$ cat src/rtl/frq_pkg.sv
package frq_pkg;

  typedef enum logic [1:0] {
    BUS_WORD   = 2'b00,
    BUS_BYTE   = 2'b01,
    BUS_NIBBLE = 2'b10,
    BUS_RSVD   = 2'b11
  } frq_bus_e;

  typedef enum logic [1:0] {
    SYNC_OFF  = 2'b00,
    SYNC_RATE = 2'b01,
    SYNC_FIFO = 2'b10,
    SYNC_RSVD = 2'b11
  } frq_sync_e;

  // Beats the strobe must stay high for a given bus mode.
  function automatic int unsigned frq_min_beats(input logic [1:0] bm,
                                                input int unsigned word_b,
                                                input int unsigned byte_b,
                                                input int unsigned nib_b);
    case (frq_bus_e'(bm))
      BUS_BYTE:   return byte_b;
      BUS_NIBBLE: return nib_b;
      default:    return word_b;
    endcase
  endfunction

  // Only FIFO synchronization yields an absolute reset.
  function automatic logic frq_is_absolute(input logic [1:0] sm);
    return frq_sync_e'(sm) == SYNC_FIFO;
  endfunction

  function automatic int unsigned frq_max3(input int unsigned a,
                                           input int unsigned b,
                                           input int unsigned c);
    int unsigned m;
    m = (a > b) ? a : b;
    return (m > c) ? m : c;
  endfunction

endpackage

$ cat src/rtl/frq_sampler.sv
module frq_sampler #(
  parameter int unsigned STAGES = 1
) (
  input  logic clk,
  input  logic rst_n,
  input  logic frame_in,
  output logic frame_q
);
  logic [STAGES-1:0] stage_q;

  generate
    if (STAGES == 1) begin : g_single
      always_ff @(posedge clk) begin
        if (!rst_n) stage_q <= '0;
        else        stage_q <= frame_in;
      end
    end else begin : g_chain
      always_ff @(posedge clk) begin
        if (!rst_n) stage_q <= '0;
        else        stage_q <= {stage_q[STAGES-2:0], frame_in};
      end
    end
  endgenerate

  assign frame_q = stage_q[STAGES-1];
endmodule

$ cat src/rtl/frq_width_counter.sv
module frq_width_counter
  import frq_pkg::*;
#(
  parameter int unsigned WORD_BEATS   = 1,
  parameter int unsigned BYTE_BEATS   = 2,
  parameter int unsigned NIBBLE_BEATS = 4
) (
  input  logic       clk,
  input  logic       rst_n,
  input  logic       frame_q,
  input  logic [1:0] bus_mode,
  output logic       qualify,
  output logic       armed
);
  localparam int unsigned MAX_BEATS = frq_max3(WORD_BEATS, BYTE_BEATS, NIBBLE_BEATS);
  localparam int unsigned CNT_W     = $clog2(MAX_BEATS + 1);
  localparam logic [CNT_W-1:0] CNT_SAT = CNT_W'(MAX_BEATS);

  logic [CNT_W-1:0] run_cnt;
  logic [CNT_W-1:0] run_next;
  logic [CNT_W-1:0] need_beats;
  logic             width_met;

  assign need_beats = CNT_W'(frq_min_beats(bus_mode, WORD_BEATS, BYTE_BEATS, NIBBLE_BEATS));
  assign run_next   = (run_cnt == CNT_SAT) ? run_cnt : run_cnt + 1'b1;
  assign width_met  = run_next >= need_beats;
  assign qualify    = frame_q && armed && width_met;

  always_ff @(posedge clk) begin
    if (!rst_n || !frame_q) run_cnt <= '0;
    else                    run_cnt <= run_next;
  end

  always_ff @(posedge clk) begin
    if (!rst_n)       armed <= 1'b1;
    else if (!frame_q) armed <= 1'b1;
    else if (qualify)  armed <= 1'b0;
  end

  // one qualification per strobe; never on consecutive cycles
  a_r11_single_qualify: assert property (@(posedge clk) disable iff (!rst_n)
    qualify |=> !qualify);

  // a low sample always leaves the counter ready for a new strobe
  a_r11_rearm_on_low: assert property (@(posedge clk) disable iff (!rst_n)
    !frame_q |=> (armed && run_cnt == '0));
endmodule

$ cat src/rtl/frq_mode_decoder.sv
module frq_mode_decoder
  import frq_pkg::*;
(
  input  logic [1:0] sync_mode,
  input  logic       rate_mode_en,
  output logic       want_abs,
  output logic       honour
);
  assign want_abs = frq_is_absolute(sync_mode);
  // Absolute resets always pass; relative ones need the data-rate enable.
  assign honour   = want_abs || rate_mode_en;
endmodule

$ cat src/rtl/frame_reset_qualifier.sv
module frame_reset_qualifier
  import frq_pkg::*;
#(
  parameter int unsigned SYNC_STAGES  = 1,
  parameter int unsigned WORD_BEATS   = 1,
  parameter int unsigned BYTE_BEATS   = 2,
  parameter int unsigned NIBBLE_BEATS = 4
) (
  input  logic       clk,
  input  logic       rst_n,
  input  logic       frame_in,
  input  logic [1:0] bus_mode,
  input  logic [1:0] sync_mode,
  input  logic       rate_mode_en,
  output logic       rst_req,
  output logic       rst_abs
);
  logic frame_q;
  logic qualify;
  logic armed;
  logic want_abs;
  logic honour;
  logic fire;

  frq_sampler #(.STAGES(SYNC_STAGES)) u_sampler (
    .clk      (clk),
    .rst_n    (rst_n),
    .frame_in (frame_in),
    .frame_q  (frame_q)
  );

  frq_width_counter #(
    .WORD_BEATS   (WORD_BEATS),
    .BYTE_BEATS   (BYTE_BEATS),
    .NIBBLE_BEATS (NIBBLE_BEATS)
  ) u_width (
    .clk      (clk),
    .rst_n    (rst_n),
    .frame_q  (frame_q),
    .bus_mode (bus_mode),
    .qualify  (qualify),
    .armed    (armed)
  );

  frq_mode_decoder u_decode (
    .sync_mode    (sync_mode),
    .rate_mode_en (rate_mode_en),
    .want_abs     (want_abs),
    .honour       (honour)
  );

  assign fire = qualify && honour;

  always_ff @(posedge clk) begin
    if (!rst_n) begin
      rst_req <= 1'b0;
      rst_abs <= 1'b0;
    end else begin
      rst_req <= fire;
      rst_abs <= fire && want_abs;
    end
  end

  // request lasts one cycle
  a_r12_one_cycle: assert property (@(posedge clk) disable iff (!rst_n)
    rst_req |=> !rst_req);

  // type flag is quiet without a request
  a_r12_abs_quiet: assert property (@(posedge clk) disable iff (!rst_n)
    !rst_req |-> !rst_abs);

  // the type follows the synchronization mode of the qualifying cycle
  a_r8_type_from_mode: assert property (@(posedge clk) disable iff (!rst_n)
    rst_req |-> (rst_abs == ($past(sync_mode) == 2'b10)));

  // a relative request implies the enable was set
  a_r10_rel_needs_en: assert property (@(posedge clk) disable iff (!rst_n)
    (rst_req && !rst_abs) |-> $past(rate_mode_en));

  // a request follows a high strobe sample while armed
  a_r2_req_after_high: assert property (@(posedge clk) disable iff (!rst_n)
    rst_req |-> ($past(frame_q) && $past(armed)));
endmodule

$ cat config.mk
export PLATFORM = sky130hd
export DESIGN_NAME = frame_reset_qualifier
export DESIGN_NICKNAME = d
export VERILOG_FILES = /design/src/rtl/frq_pkg.sv /design/src/rtl/frq_sampler.sv /design/src/rtl/frq_width_counter.sv /design/src/rtl/frq_mode_decoder.sv /design/src/rtl/frame_reset_qualifier.sv
export SDC_FILE = /design/constraint.sdc
export NUM_CORES = 1
export LEC_CHECK = 0
export BUFFER_PORTS_ARGS = -buffer_cell sky130_fd_sc_hd__buf_2
export CAP_MARGIN = 10
export CORE_AREA = 8 8 45 47
export DETAILED_ROUTE_END_ITERATION = 8
export DIE_AREA = 0 0 53 55
export GPL_TIMING_DRIVEN = 0
export PLACE_DENSITY_LB_ADDON = 0.25
export SYNTH_ARGS = -nofsm -noshare
export SYNTH_HDL_FRONTEND = slang
export SYNTH_SLANG_ARGS = --single-unit
$ cat constraint.sdc
create_clock -name clk -period 1.75 [get_ports clk]
set_input_delay 0.525 -clock clk [delete_from_list [all_inputs] [get_ports clk]]
set_output_delay 0.525 -clock clk [all_outputs]
set_load 0.01 [all_outputs]
==> metrics <==
CORE AREA=1384 um2; CP Launch Type=flop; Synth Area in Compound Gates=9.091%; vias=297; fin. max-slew vios=0; area leader, netlist=dfxtp_1; 1st-iter DRT viols=5; Final Cycle Share=95.29%; Async SR Flop Fraction=0%; initial core utilization=27.85%; Design Area, Final=543.0 um2; CTS Root Cell=clkbuf_4; Die Ht=55 um; Ports=10; Antenna Nets Post-Route=0; TritonCTS Buffers=3; CTS Buffer Depth=2; I/O Buffers=9; routed length per instance=9.338 um; crit path cell chain=inv_1, ha_2, nand2_4, mux2_4, ha_2, a21o_1, a31oi_4, a21o_1; placed inst area=450.4 um2; fmax=599.6 MHz; worst hold path type=flop to flop; outcome=finished, final reports clean; Yosys top cell area share=36.36%; vias in the first global route=308; cells after synthesis=40; Die Area=2915 um2; final setup violating endpoints=0; Worst Setup End Kind=flop; GR Overflow Total=0; Horiz. Die Dim=53 um; Buf/Inv on CP=1; synthesis-to-layout area growth=40.91%; Slew HR=87.47%; final net count=71; crit path DAT=1.86 ns; initial antenna violation count=0; GRT Util Overall=5.750%; Req. time, crit path=1.94 ns; post-synthesis mux area share=3.896%; Clock transition at path regs=0.05 ns; setup slack at placement=-0.1152 ns; Synth area leaders=dfxtp_1 (36%), ha_1 (23%), inv_1 (5.8%); CTS tree=built; yosys warns=0; number of vias per cell=4.183; crit path kind=flop to flop; Max IR drop VDD=0.3443 mV; DP Wirelength=513 um; number of cell rows=14; top_reg_cell synth=dfxtp_1; CP max FO=3; max_cap viols=0; Synth Register Bits=7; Crit path largest cell delay=0.33 ns; power density cells=659.1 nW/um2; Seq/Total Area, Yosys=36.36%; Leak=0.2640 nW; DRC=0; min Tclk post-route=1.668 ns; first-pass GRT wire length=1152 um; post-synthesis average cell area=9.634 um2; Inserted Diodes=0; worst skew pair latency=0.24 ns; H-tree depth=1; EDFF count, synth=0; Synth Area in Adders=22.73%; Slew @ Worst Pin=0.1879 ns; RSZ-0062 raised after global routing=false; CP max-delay cell=dfxtp_2; total wire length=663 um; CTS Sinks=7; setup ws final=0.08235 ns; post-synthesis cell area=385.4 um2; largest net degree at the start of global routing=6; syn_nets=55; final hold vios=0; Synth Area in Simple Gates=19.81%; post-synthesis xor/xnor area fraction=2.273%; Clock Skew=0.002161 ns; Commonest cells post-synth=dfxtp_1 (7), ha_1 (7), inv_1 (6); routability cong.=0.5868; Synth cell types=18; largest family of logic cells by synthesized area=adder cells; Pre-antenna DRT Iters=2; share of cells above drive strength 1=45.45%; CP delay by family, top=compound AO/OA/AOI/OAI gates
[repair_timing]
action | 4_1_cts | 5_1_grt
setup endpoints to repair | 3 | 3
hold endpoints to repair | 0 | 0
setup buffers | 2 | 0
pin swaps | 1 | 5
gates resized for setup | 3 | 7
hold buffers | 0 | 0
[registers in the layout, summed over array words and instances, names as in the netlist]
signal,cells
u_sampler.frame_q,1
rst_req,1
u_width.run_cnt,3
rst_abs,1
u_width.armed,1
[routing by layer]
metal / vias to the layer above / part of all wire [%] / global-route usage (%)
met1: 130 / 43 / 5.505
met2: 6 / 53 / 8.789
met5: - / 0 / 0
li1: 161 / - / -
met4: 0 / 0 / 6.466
met3: 0 / 3.3 / 2.406
[report_power, final]
group	total [W]	leakage, nW	switching [W]	internal [W]
clock network	0.000140	0.0150	0.0000537	0.0000866
registers	0.000167	0.0579	0.00000274	0.000164
logic	0.0000504	0.191	0.0000224	0.0000280
[worst reg2reg max path, cell delays in order, from the launching register on]
cell and delay, ns:
dfxtp_2 0.33, inv_1 0.04, ha_2 0.20, nand2_4 0.09, mux2_4 0.31, ha_2 0.18, a21o_1 0.18, a31oi_4 0.17
a21o_1 0.13
[path summary, 6_finish.rpt]
path | startpoint | to | slack, ns | cells after the start
worst min-delay path | u_width.armed$_SDFFE_PN1P_ | rst_abs$_SDFF_PN0_ | 0.47 | 2
worst max-delay path | u_width.run_cnt[0]$_SDFF_PN0_ | u_width.armed$_SDFFE_PN1P_ | 0.08 | 8
worst min register to register | u_width.armed$_SDFFE_PN1P_ | rst_abs$_SDFF_PN0_ | 0.47 | 2
worst max register to register | u_width.run_cnt[0]$_SDFF_PN0_ | u_width.armed$_SDFFE_PN1P_ | 0.08 | 8
[area by class of cell]
class	count	area (um2)
fillers	137	840.8
multi-input cells	27	271.5
flip-flops and latches	7	142.6
repair buffers	11	60.06
clock buffers	4	26.28
inverters	6	22.52
well taps	16	20.02
[kinds of logic after synthesis]
family                   Yosys count
XOR/XNOR                           1
buffers and inverters              6
adder cells (fa/ha/maj)            7
flip-flops                         7
multiplexers                       1
AO/OA/AOI/OAI                      5
AND/OR/NAND/NOR                   13
[layout by cell type (no fill, tap or decap)]
cell,netlist,routed
buf_4,0,2
nand2_4,0,1
mux2_4,1,1
clkbuf_4,0,3
nand4_1,1,1
nor2_1,4,4
and2_1,1,1
o2111ai_1,1,1
clkbuf_1,0,1
buf_2,0,9
nand2_1,1,1
a31oi_4,0,1
dfxtp_1,7,5
inv_1,6,6
ha_2,0,2
nor2b_4,1,1
ha_4,0,1
ha_1,7,4
a21o_1,2,2
nand2b_1,1,1
dfxtp_2,0,2
nor2b_1,2,2
xnor2_2,0,1
a21oi_2,0,1
and3_1,1,1
[stage by stage]
stage	util, %	TNS (ns)	cells	power, W	hold WS [ns]
CTS	36.71	0	71	0.0003642	0.4728
finish	39.24	0	71	0.0003579	0.4674
floorplan	-	0	40	0.0001931	0.4391
global route	39.24	0	71	0.0003864	0.4701
global placement	32.55	-0.3363	65	0.0002069	0.4713
detailed placement	32.55	-0.3364	65	0.0002077	0.4725
(Power assumes the default switching activity.)
